==> config.mk <==
export PLATFORM = sky130hd
export DESIGN_NAME = spdif_cstat_capture
export DESIGN_NICKNAME = d
export VERILOG_FILES = /design/src/rtl/spdif_cstat_capture.sv
export SDC_FILE = /design/constraint.sdc
export NUM_CORES = 1
export LEC_CHECK = 0
export BUFFER_PORTS_ARGS = -buffer_cell sky130_fd_sc_hd__buf_2
export CELL_PAD_IN_SITES_DETAIL_PLACEMENT = 1
export CELL_PAD_IN_SITES_GLOBAL_PLACEMENT = 1
export CORE_MARGIN = 5
export CORE_UTILIZATION = 48
export DETAILED_ROUTE_END_ITERATION = 8
export HOLD_SLACK_MARGIN = 0.03
export PLACE_DENSITY_LB_ADDON = 0.25
export SLEW_MARGIN = 20
export SYNTH_ARGS = -nofsm -noshare
export SYNTH_HDL_FRONTEND = slang
export SYNTH_SLANG_ARGS = --single-unit
==> constraint.sdc <==
create_clock -name clk -period 3.2 [get_ports clk]
set_input_delay 0.16 -clock clk [delete_from_list [all_inputs] [get_ports clk]]
set_output_delay 0.16 -clock clk [all_outputs]
set_load 0.02 [all_outputs]
==> src/rtl/spdif_cstat_capture.sv <==
module spdif_cstat_capture #(
  parameter int BLOCK_BITS = 192,
  parameter int WORD_W     = 32,
  parameter int PAGE_W     = 3
) (
  input  logic              clk,
  input  logic              rst_n,
  input  logic              sub_valid,
  input  logic              sub_chan_b,
  input  logic              sub_block_start,
  input  logic              sub_cbit,
  input  logic              chan_sel,
  input  logic [PAGE_W-1:0] page_sel,
  output logic [WORD_W-1:0] rd_word,
  output logic [WORD_W-1:0] rd_mask
);
  localparam int NUM_PAGES = BLOCK_BITS / WORD_W;
  localparam int CNT_W     = $clog2(BLOCK_BITS);

  logic [BLOCK_BITS-1:0] shadow_q, block_q, shadow_nx;
  logic [CNT_W-1:0]      idx_q;
  logic                  armed_q, chan_q;

  wire chan_flip = chan_sel != chan_q;
  wire take      = sub_valid && (sub_chan_b == chan_sel) && !chan_flip;
  wire first     = take && sub_block_start;
  wire store     = first || (take && armed_q);
  wire [CNT_W-1:0] pos = first ? '0 : idx_q;
  wire last      = store && (pos == CNT_W'(BLOCK_BITS - 1));

  always_comb begin
    shadow_nx = shadow_q;
    shadow_nx[pos] = sub_cbit;
  end

  always_ff @(posedge clk) begin
    if (!rst_n) begin
      shadow_q <= '0;
      block_q  <= '0;
      idx_q    <= '0;
      armed_q  <= 1'b0;
      chan_q   <= 1'b0;
    end else begin
      chan_q <= chan_sel;
      if (chan_flip) begin
        idx_q   <= '0;
        armed_q <= 1'b0;
      end else if (store) begin
        shadow_q <= shadow_nx;
        if (last) begin
          block_q <= shadow_nx;
          idx_q   <= '0;
          armed_q <= 1'b0;
        end else begin
          idx_q   <= pos + 1'b1;
          armed_q <= 1'b1;
        end
      end
    end
  end

  always_comb begin
    rd_word = '0;
    rd_mask = '0;
    for (int p = 0; p < NUM_PAGES; p++) begin
      if (page_sel == PAGE_W'(p)) begin
        rd_word = block_q[p*WORD_W +: WORD_W];
        rd_mask = '1;
      end
    end
  end
endmodule

======== Word-level counts from Yosys, hierarchy flattened ========
Index checks and enable logic that the tools add are counted.
W data, S select, Z words.
cells by class
  $add $sub $neg .......................... 1
  equality and inequality tests ........... 8
  reduce and logical (&&, ||, !) cells .... 12
  shifts and indexed selects .............. 0
  bitwise logic cells ..................... 2
  muxes and demuxes ....................... 18
  div/mod/pow operators ................... 0
  $mul .................................... 0
  order comparisons ....................... 2
operator list
  cell                   number
  $mux W32               12
  $bwmux W192            1
  $mux W8                2
  $lt A8 B9 Y1 const B   1
  $add A8 B1 Y8 const B  1
  $demux W1 S8           1
  $eq A8 B8 Y1 const B   1
  $ge A8 B1 Y1 const B   1
  $eq A3 B2 Y1 const B   2
  $eq A3 B3 Y1 const B   2
  $logic_and A1 B1 Y1    6
  $eq A3 B1 Y1 const B   1
  $logic_not A3 Y1       1
  $reduce_and A3 Y1      1
  $mux W1                2
  $not A1 Y1             2
  $reduce_and A2 Y1      1
  $reduce_or A2 Y1       1
  $eq A1 B1 Y1           1
  $logic_not A1 Y1       1
  $logic_or A1 B1 Y1     1
  $ne A1 B1 Y1           1
word-level totals
  memories ................................ 0
  bits in latches ......................... 0
  output and inout bits ................... 64
  logic and storage cells ................. 48
  register bits ........................... 394
  memory bits (writable) .................. 0
  memory bits (read-only) ................. 0
  input bits .............................. 10

======== Logic depth before layout (Yosys ltp) ========
Gate-level depths: netlist of run 1.
  depth after elaboration ................. 10
  depth in mapped cells ................... 13
  gate-level depth less buffers ........... 9

======== Least setup slack after synthesis of run 1 ========
No wires, ideal clock.
  path kind ............................... flip-flop to flip-flop
  start ................................... register chan_q
  end ..................................... register block_q[163]
  setup time .............................. 0.086 ns
  arrival time ............................ 2.706 ns
  required time ........................... 3.114 ns
  buffers on the path ..................... 4
  setup slack ............................. 0.409 ns
  period minus slack after synthesis ...... 2.791 ns
  cell stages (with the launch flop) ...... 14
  path through ............................ dfxtp_1 -> and4_4 -> buf_6 -> o21ai_1 -> nand2_1 -> inv_1 -> ha_1 -> clkbuf_1 -> nand4_2 -> nor2_2 -> buf_2 -> buf_2 -> a21oi_1 -> a211oi_1
between the ends
  word-level cells in the longest chain between the ends .. 10
  elaborated cells on any way between the ends .. 17
  classes of those cells .................. order compare (2); eq/ne (2); mux (4); bitwise (1); reduce/logical (8)
ends and longest elaborated chain
  what                                                                RTL line  source
  from (decl)                                                         22        logic armed_q, chan_q;
  from (signal assigned)                                              44        chan_q <= chan_sel;
  $ne A1 B1 Y1 *                                                      24        wire chan_flip = chan_sel != chan_q;
  $logic_not A1 Y1                                                    25        wire take = sub_valid && (sub_chan_b == chan_sel) && !chan_flip;
  $logic_and A1 B1 Y1                                                 25
  $logic_and A1 B1 Y1                                                 26        wire first = take && sub_block_start;
  $mux W8                                                             28        wire [CNT_W-1:0] pos = first ? '0 : idx_q;
  $lt A8 B9 Y1 (not written as such) or $ge A8 B1 Y1 (tied branches)  33        shadow_nx[pos] = sub_cbit;
  $logic_and A1 B1 Y1 (not written as such)                           33
  $mux W1 (not written as such)                                       33
  $demux W1 S8                                                        33
  $bwmux W192                                                         33
  to (signal assigned)                                                51        block_q <= shadow_nx;
  to (decl)                                                           20        logic [BLOCK_BITS-1:0] shadow_q, block_q, shadow_nx;
Every way passes the cells marked *; elsewhere a longest branch is shown, timed or not.
A chain may end at the register's enable or synchronous reset.

======== Worst setup path in the final report of run 1 ========
  start ................................... register chan_q
  end ..................................... register block_q[150]
The elaborated chain is that of the path after synthesis.

==> flow_metrics.env, run 1 <==
export IMPL_rsz0062_at_grt="false"
export IMPL_insertion_delay_ps=580
export IMPL_die_w_um=210
export IMPL_hold_viol_final=0
export IMPL_grt_max_degree=205
export IMPL_slew_headroom_pct=25.1
export IMPL_fin_worst_skew_ps=17.8
export IMPL_synth_fa_ha_area_share_pct=0.260
export IMPL_yosys_area_share_xor_xnor_pct=0.0455
export IMPL_cp_required_ps=3630
export IMPL_cts_root_buf="clkbuf_16"
export IMPL_status="complete, no violations"
export IMPL_grt_overflow_total=0
export IMPL_syn_area_um2=19300
export IMPL_post_drt_wl_per_cell_um=24.6
export IMPL_maxCapViolCount=0
export IMPL_power_density_nw_per_um2=489
export IMPL_fin_nets=2139
export IMPL_port_buffers=73
export IMPL_multi_input_area_um2=9910
export IMPL_synth_edff_count=0
export IMPL_grt_util_all_layers_pct=28.8
export IMPL_dr_total_vias=17800
export IMPL_hold_class="primary input to flop"
export IMPL_cts_buffers=43
export IMPL_ys_flop_type="dfxtp_1"
export IMPL_drive_gt1_share_pct=12.2
export IMPL_synth_distinct_cells=57
export IMPL_synthArstFlopShare_pct=0
export IMPL_synth_top_area_cell="dfxtp_1"
export IMPL_irDropWorstVdd_mv=0.346
export IMPL_final_cell_area_um2=21200
export IMPL_dieArea_um2=44200
export IMPL_clk_path_buf_depth=3
export IMPL_hold_slack_ps=164
export IMPL_drt_wl_total_um=66000
export IMPL_core_rowCount=73
export IMPL_final_setup_tns_ps=0
export IMPL_fmax_mhz=330
export IMPL_drc_errors=0
export IMPL_core_um2=39700
export IMPL_synth_simple_area_share_pct=13.1
export IMPL_vias_per_cell=6.65
export IMPL_synth_top_area_share_pct=40.8
export IMPL_fillers=4588
export IMPL_synth_seq_area_share_pct=40.8
export IMPL_period_needed_ps=3030
export IMPL_tritoncts="yes"
export IMPL_routabilityCongestion=0.843
export IMPL_die_y_um=210
export IMPL_setup_worst_path_start_class="flop"
export IMPL_min_period_over_period_pct=94.8
export IMPL_cp_end_kind="flop"
export IMPL_synth_top_family_by_area="compound AO/OA/AOI/OAI gates"
export IMPL_dpl_hpwl_um=39700
export IMPL_synth_compound_area_share_pct=27.4
export IMPL_grt_pass1_wl_um=103000
export IMPL_ant_nets=0
export IMPL_finalSetupViolations=0
export IMPL_num_io_pins=74
export IMPL_start_util_pct=48.5
export IMPL_clk_pin_slew_worst_paths_ps=60
export IMPL_syn_inst=2257
export IMPL_ys_warn_count=0
export IMPL_drt_iter0_drc=1391
export IMPL_clock_sinks=393
export IMPL_finish_utilization_pct=53.5
export IMPL_cts_max_level=2
export IMPL_dpl_cell_area_um2=19700
export IMPL_synthMuxAreaShare_pct=10.0
export IMPL_arrival_ps=3460
export IMPL_ys_ff_latch=393
export IMPL_antenna_found_initial=4
export IMPL_tightest_slew_ps=1120
export IMPL_yosys_top_cells_area="dfxtp_1 41%, mux2i_1 9.1%, a211oi_1 6.9%"
export IMPL_finalMaxSlewViolations=0
export IMPL_critical_path_class="flop to flop"
export IMPL_grt_pass1_vias=18000
export IMPL_areaGrowthSynthToFinish_pct=10.3
export IMPL_n_antenna_cell=0
export IMPL_avgSynthCellArea_um2=8.53
export IMPL_drt_pre_antenna_iters=5
export IMPL_p_leak_nw=7.27
export IMPL_crit_fanout=25
export IMPL_syn_nets=2271
export IMPL_seq_area_um2=7870
-- registers in the layout (all words and copies together) (netlist names) --
signal and flops:
idx_q 8, chan_q 1, armed_q 1, shadow_q 191
block_q 192
-- Yosys cell counts, types with 2 or more instances --
cell type,instances
dfxtp_1,393
nand2_1,294
a21oi_1,217
clkbuf_1,193
a211oi_1,177
mux2i_1,175
nand3_1,131
o21ai_0,110
buf_2,94
o41ai_1,73
o311ai_0,70
o31ai_1,64
buf_4,36
nor2_1,33
o221ai_1,24
o21ai_1,19
nand4_1,16
buf_1,13
o22ai_1,13
and3b_1,11
inv_1,11
mux4_2,8
nand3b_1,6
nor3b_1,6
nor4bb_1,5
a32o_1,4
and2_1,4
and3_1,4
buf_6,4
ha_1,4
nor3b_2,4
o211ai_1,4
or3_1,4
a311oi_1,3
a31oi_1,3
nor4b_2,3
and4_1,2
and4b_1,2
nor2b_1,2
-- cell usage in the layout, fill, tap and decap left out, drive strengths merged, types with 34 or more instances in the layout --
| cell type | count |
|---|---|
| a211oi | 177 |
| a21oi | 217 |
| buf | 161 |
| clkbuf | 70 |
| dfxtp | 393 |
| mux2i | 175 |
| nand2 | 294 |
| nand3 | 131 |
| nor2 | 34 |
| o21ai | 129 |
| o311ai | 70 |
| o31ai | 64 |
| o41ai | 73 |
-- final cells by class --
cell class | count | area share, %
Multi-Input combinational cell | 1512 | 46.7
Sequential cell | 393 | 37.0
Clock buffer | 70 | 6.30
Timing Repair Buffer | 163 | 6.14
Tap cell | 525 | 3.09
Clock inverter | 8 | 0.530
Inverter | 12 | 0.236
-- cell families (layout without fill, tap and decap cells) --
family          Yosys count  after routing
simple gates            536            536
flops                   393            393
buf+inv                 352            253
mux                     183            183
compound gates          788            788
fa+ha+maj                 4              4
xor+xnor                  1              1
-- routing by layer --
metal / up-vias / wire length, µm / track usage [%]
met2: 576 / 30500 / 46.7
met5: - / 50 / 0
met4: 8 / 2380 / 11.0
li1: 8117 / - / -
met3: 146 / 4540 / 5.80
met1: 8983 / 28500 / 38.3
-- stage by stage --
step	std cells	power (W)	setup WS (ps)
finish	2683	0.0104	167
global route	2683	0.0107	2.59
detailed placement	2600	0.00537	130
CTS	2680	0.0104	64.8
global placement	2600	0.00537	265
floorplan	2257	0.00527	409
-- worst max-delay path, stage by stage, from the launching register on --
cell	delay [ps]
dfxtp_1	330
and4_4	240
o21ai_1	360
nand2_1	180
inv_1	120
ha_1	200
and4_1	220
nand2_1	110
nor2_4	530
buf_4	430
a211oi_1	140
-- path summary, 6_finish.rpt --
path	startpoint	to	slack, ps	cells past startpoint
worst max-delay path	chan_q	block_q[150]	170	10
worst max register to register	chan_q	block_q[150]	170	10
worst min register to register	shadow_q[109]	shadow_q[109]	460	2
worst min-delay path	rst_n	block_q[97]	160	3
-- repair_timing --
action                     in CTS  in global routing
hold endpoints to repair        5                  0
resized for setup               0                  3
buffers inserted                0                  3
hold buffers                    2                  0
setup endpoints to repair       0                 83
-- power breakdown --
| part | leakage (nW) | switching, W | internal [W] |
|---|---|---|---|
| Clock | 0.716 | 0.00209 | 0.00302 |
| Combinational | 3.39 | 0.000297 | 0.0000785 |
| Sequential | 3.16 | 0.00000160 | 0.00489 |
| Total | 7.27 | 0.00239 | 0.00799 |
(Power assumes the default switching activity.)
==> run 2, diff against run 1 <==
==> constraint.sdc (replaced) <==
create_clock -name clk -period 3.1 [get_ports clk]
set_input_delay 0.155 -clock clk [delete_from_list [all_inputs] [get_ports clk]]
set_output_delay 0.155 -clock clk [all_outputs]
set_load 0.02 [all_outputs]
==> flow_metrics.env, run 2 (same netlist as run 1, synthesis figures left out) <==
export IMPL_insertion_delay_ps=580
export IMPL_grt_busiest_layer="met2"
export IMPL_fmax_mhz=350
export IMPL_post_drt_wl_per_cell_um=24.5
export IMPL_min_from="rst_n"
export IMPL_use_met3_pct=5.22
export IMPL_n_antenna_cell=0
export IMPL_use_met2_pct=46.9
export IMPL_vias_per_cell=6.62
export IMPL_arrival_ps=3280
export IMPL_finalSetupViolations=0
export IMPL_cp_end_kind="flop"
export IMPL_core_rowCount=73
export IMPL_p_leak_nw=7.32
export IMPL_seqPwrFrac_pct=47.2
export IMPL_power_total_w=0.0107
export IMPL_p_switching_w=0.00253
export IMPL_tightest_slew_ps=1090
export IMPL_grt_pass1_wl_um=103000
export IMPL_antenna_found_initial=2
export IMPL_drive_gt1_share_pct=12.5
export IMPL_routabilityCongestion=0.847
export IMPL_slew_headroom_pct=27.1
export IMPL_power_frac_comb_pct=3.7
export IMPL_grt_max_degree=148
export IMPL_maxCapViolCount=0
export IMPL_cts_max_level=2
export IMPL_p_clk_share_pct=49.2
export IMPL_fin_nets=2148
export IMPL_drt_iter0_drc=1538
export IMPL_die_y_um=210
export IMPL_dpl_cell_area_um2=19800
export IMPL_clk_path_buf_depth=3
export IMPL_clock_sinks=393
export IMPL_grt_overflow_total=0
export IMPL_rsz0062_at_grt="false"
export IMPL_areaGrowthSynthToFinish_pct=10.4
export IMPL_clk_pin_slew_worst_paths_ps=60
export IMPL_start_util_pct=48.5
export IMPL_hold_viol_final=0
export IMPL_period_needed_ps=2860
export IMPL_dr_total_vias=17800
export IMPL_crit_fanout=14
export IMPL_drt_wl_total_um=66100
export IMPL_drc_errors=0
export IMPL_fillers=4561
export IMPL_regMostFlops="block_q"
export IMPL_critical_path_class="flop to flop"
export IMPL_setup_worst_path_start_class="flop"
export IMPL_power_density_nw_per_um2=504
export IMPL_dpl_hpwl_um=40000
export IMPL_finalMaxSlewViolations=0
export IMPL_seq_area_um2=7870
export IMPL_irDropWorstVdd_mv=0.402
export IMPL_p_sw_share_pct=23.6
export IMPL_cp_required_ps=3530
export IMPL_tritoncts="yes"
export IMPL_final_cell_area_um2=21300
export IMPL_internal_power_w=0.00819
export IMPL_drt_pre_antenna_iters=5
export IMPL_port_buffers=73
export IMPL_min_period_over_period_pct=92.2
export IMPL_largest_reg_flops=192
export IMPL_cts_root_buf="clkbuf_16"
export IMPL_worstSetupStartpoint="chan_q"
export IMPL_die_w_um=210
export IMPL_cts_buffers=45
export IMPL_grt_util_all_layers_pct=28.6
export IMPL_ant_nets=0
export IMPL_num_io_pins=74
export IMPL_final_cell_mix="393 x dfxtp_1, 293 x nand2_1, 217 x a21oi_1"
export IMPL_hold_class="primary input to flop"
export IMPL_final_common_cell="dfxtp_1"
export IMPL_finish_utilization_pct=53.5
export IMPL_multi_input_area_um2=9900
export IMPL_fin_worst_skew_ps=12.9
export IMPL_final_setup_tns_ps=0
export IMPL_reg_top3="block_q: 192 flops, shadow_q: 191 flops, idx_q: 8 flops"
export IMPL_dieArea_um2=44200
export IMPL_r2r_start="chan_q"
export IMPL_status="complete, no violations"
export IMPL_met1_usage_pct=38.2
export IMPL_core_um2=39700
export IMPL_grt_pass1_vias=17600
## run 2: changes by cell type in the layout (fill, tap and decap cells not counted), sizes merged
cell / change
clkbuf: -5
clkinv: +5
inv: +3
buf: +7
clkinvlp: +1
## run 2: power by group through the flow
| stage | clock network [W] | registers (W) | logic (W) |
|---|---|---|---|
| after floorplan | 0 | 0.00516 | 0.000274 |
| after global placement | 0 | 0.00516 | 0.000382 |
| after detailed placement | 0 | 0.00516 | 0.000385 |
| after CTS | 0.00533 | 0.00505 | 0.000388 |
| after global routing | 0.00553 | 0.00505 | 0.000411 |
| final | 0.00527 | 0.00505 | 0.000393 |
## run 2: final timing paths
check                  to  depth (start not counted)  slack, ps
min reg2reg  shadow_q[33]                          2        450
max reg2reg  block_q[122]                          9        240
min                chan_q                          2         60
max          block_q[122]                          9        240
## run 2: per-stage QoR
stage / setup WS, ps / std cells / hold slack (ps)
2_1_floorplan: 309 / 2257 / 277
3_3_place_gp: 228 / 2606 / 427
3_5_place_dp: 111 / 2606 / 431
4_1_cts: 92.1 / 2690 / 36.8
5_1_grt: 90.7 / 2694 / 79.1
6_report: 242 / 2694 / 63.0
## run 2: worst max-delay path, stage by stage (launching register included)
cell and delay [ps]:
dfxtp_1 330, and4_4 190, o21ai_2 250, nand2_1 160
inv_1 100, ha_1 470, and3b_1 730, nand2_1 140
o21ai_0 210, a211oi_1 100
## run 2: repair_timing
| item | 4_1_cts | 5_1_grt |
|---|---|---|
| endpoints found under the setup margin | 0 | 47 |
| hold buffers | 2 | 0 |
| endpoints found under the hold margin | 5 | 0 |
| buffers inserted | 0 | 4 |
| resized for setup | 0 | 1 |
## run 2: cell type report
type | count | share of cell area [%]
multi-input cells | 1512 | 46.6
inverters | 12 | 0.235
well taps | 525 | 3.09
clock inverters | 17 | 0.771
flip-flops and latches | 393 | 37.0
repair buffers | 170 | 6.32
clock buffers | 65 | 6.02
## run 2: routing by layer
metal  up-vias  share of wire [%]  wire length [µm]
met4         4                3.1              2030
li1       8151                  -                 -
met5         -              0.044                29
met1      8987                 43             28400
met3       128                6.6              4390
met2       553                 47             31200
==> run 3, diff against run 2 <==
--- a/config.mk
+++ b/config.mk
@@ -5,11 +5,10 @@
 export SDC_FILE = /design/constraint.sdc
 export NUM_CORES = 1
 export LEC_CHECK = 0
+export ABC_CLOCK_PERIOD_IN_PS = 3100
 export BUFFER_PORTS_ARGS = -buffer_cell sky130_fd_sc_hd__buf_2
-export CELL_PAD_IN_SITES_DETAIL_PLACEMENT = 1
-export CELL_PAD_IN_SITES_GLOBAL_PLACEMENT = 1
 export CORE_MARGIN = 5
-export CORE_UTILIZATION = 48
+export CORE_UTILIZATION = 59
 export DETAILED_ROUTE_END_ITERATION = 8
 export HOLD_SLACK_MARGIN = 0.03
 export PLACE_DENSITY_LB_ADDON = 0.25
==> flow_metrics.env, run 3 (same netlist as run 1, synthesis figures left out) <==
export IMPL_status="complete, no violations"
export IMPL_cts_buffers=41
export IMPL_p_leak_nw=7.24
export IMPL_port_buffers=73
export IMPL_drt_iter0_drc=1950
export IMPL_grt_max_degree=155
export IMPL_crit_top_cell="nand2_1"
export IMPL_min_period_over_period_pct=95.9
export IMPL_final_cell_mix="393 x dfxtp_1, 293 x nand2_1, 217 x a21oi_1"
export IMPL_arrival_ps=3380
export IMPL_final_setup_tns_ps=0
export IMPL_die_y_um=191
export IMPL_final_cell_area_um2=21100
export IMPL_die_w_um=191
export IMPL_regMostFlops="block_q"
export IMPL_vias_per_cell=6.80
export IMPL_dr_total_vias=17600
export IMPL_finalSetupViolations=0
export IMPL_slew_headroom_pct=25.8
export IMPL_reg_top3="block_q: 192 flops, shadow_q: 191 flops, idx_q: 8 flops"
export IMPL_post_drt_wl_per_cell_um=22.2
export IMPL_cts_root_buf="clkbuf_16"
export IMPL_dpl_cell_area_um2=19600
export IMPL_cpPeakStageDelay_ps=580
export IMPL_num_io_pins=74
export IMPL_cp_slowest_cell="and3_1"
export IMPL_cp_required_ps=3510
export IMPL_crit_fanout=15
export IMPL_setup_worst_path_start_class="flop"
export IMPL_tritoncts="yes"
export IMPL_irDropWorstVdd_mv=0.395
export IMPL_drc_errors=0
export IMPL_finalMaxSlewViolations=0
export IMPL_fmax_mhz=336
export IMPL_path_cells="and4_4 -> o21ai_1 -> nand2_1 -> ha_1 -> buf_4 -> and3_1 -> nand2_1 -> o21ai_0 -> a211oi_1"
export IMPL_dieArea_um2=36400
export IMPL_clk_path_buf_depth=3
export IMPL_critical_path_class="flop to flop"
export IMPL_antenna_found_initial=1
export IMPL_clock_sinks=393
export IMPL_fin_nets=2129
export IMPL_core_um2=32400
export IMPL_grt_overflow_total=0
export IMPL_core_rowCount=66
export IMPL_n_antenna_cell=0
export IMPL_drt_pre_antenna_iters=5
export IMPL_grt_pass1_vias=16700
export IMPL_cts_max_level=2
export IMPL_routabilityCongestion=0.875
export IMPL_grt_pass1_wl_um=91200
export IMPL_power_density_nw_per_um2=506
export IMPL_period_needed_ps=2970
export IMPL_insertion_delay_ps=550
export IMPL_hold_viol_final=0
export IMPL_drt_wl_total_um=57400
export IMPL_final_common_cell="dfxtp_1"
export IMPL_maxCapViolCount=0
export IMPL_start_util_pct=59.5
export IMPL_rsz0062_at_grt="false"
export IMPL_ant_nets=0
export IMPL_fin_worst_skew_ps=25.5
export IMPL_largest_reg_flops=192
export IMPL_hold_class="primary input to flop"
export IMPL_areaGrowthSynthToFinish_pct=9.54
export IMPL_dpl_hpwl_um=34200
export IMPL_cp_end_kind="flop"
export IMPL_grt_util_all_layers_pct=30.5
export IMPL_clk_pin_slew_worst_paths_ps=60
export IMPL_tightest_slew_ps=1110
export IMPL_drive_gt1_share_pct=11.8
-- run 3: cell count changes in the layout (fill, tap and decap cells not counted), sizes merged --
cell / before / now
buf: 168 / 153
clkinv: 11 / 6
bufinv: 2 / 5
clkbuf: 65 / 62
inv: 15 / 13
clkinvlp: 1 / 0
-- run 3: layout make-up --
type                       instances  area (µm²)
sequential                       393        7870
timing repair buffer             155        1280
inverter                          12        50.0
tap                              442         553
multi-input combinational       1512        9910
fill                            2680       11300
clock inverter                    12         189
clock buffer                      62        1250
-- run 3: critical path: cells and delay by family (launching register included) --
kind / cells / cell delay (ps)
AO/OA/AOI/OAI: 3 / 430
adder cells (fa/ha/maj): 1 / 550
buffers and inverters: 1 / 280
flip-flops: 1 / 380
AND/OR/NAND/NOR: 4 / 1200
-- run 3: final timing paths --
check               start            to  slack, ps  depth (start not counted)
min reg2reg  shadow_q[96]  shadow_q[96]        460                          2
max reg2reg        chan_q  block_q[108]        130                          9
max                chan_q  block_q[108]        130                          9
min                 rst_n  block_q[189]         70                          2
-- run 3: layer usage --
metal | vias up | GRT usage (%) | wire (µm)
met5 | - | 0 | 0
met4 | 0 | 13.0 | 2470
met3 | 147 | 4.72 | 5110
met2 | 823 | 47.6 | 26000
met1 | 8538 | 42.3 | 23800
li1 | 8103 | - | -
-- run 3: repair_timing --
| action | CTS | global route |
|---|---|---|
| buffers inserted | 0 | 2 |
| hold endpoints to repair | 5 | 0 |
| gates resized for setup | 0 | 3 |
| setup endpoints to repair | 0 | 25 |
| hold buffers | 2 | 0 |
-- run 3: metrics by stage --
step	worst slack [ps]	std cells	util, %	hold slack (ps)	power (W)
finish	127	2588	65.2	72.7	0.0107
global route	17.6	2588	65.2	67.9	0.0109
CTS	86.4	2586	65.1	50.1	0.0107
detailed placement	116	2510	60.6	444	0.00554
global placement	229	2510	60.6	424	0.00554
floorplan	309	2257	-	277	0.00544
-- run 3: where the power goes --
part / internal, W / switching (W) / total, W / leakage (nW)
Combinational: 0.0000876 / 0.000299 / 0.000386 / 3.37
Clock: 0.00319 / 0.00204 / 0.00524 / 0.711
Sequential: 0.00505 / 0.00000162 / 0.00505 / 3.16
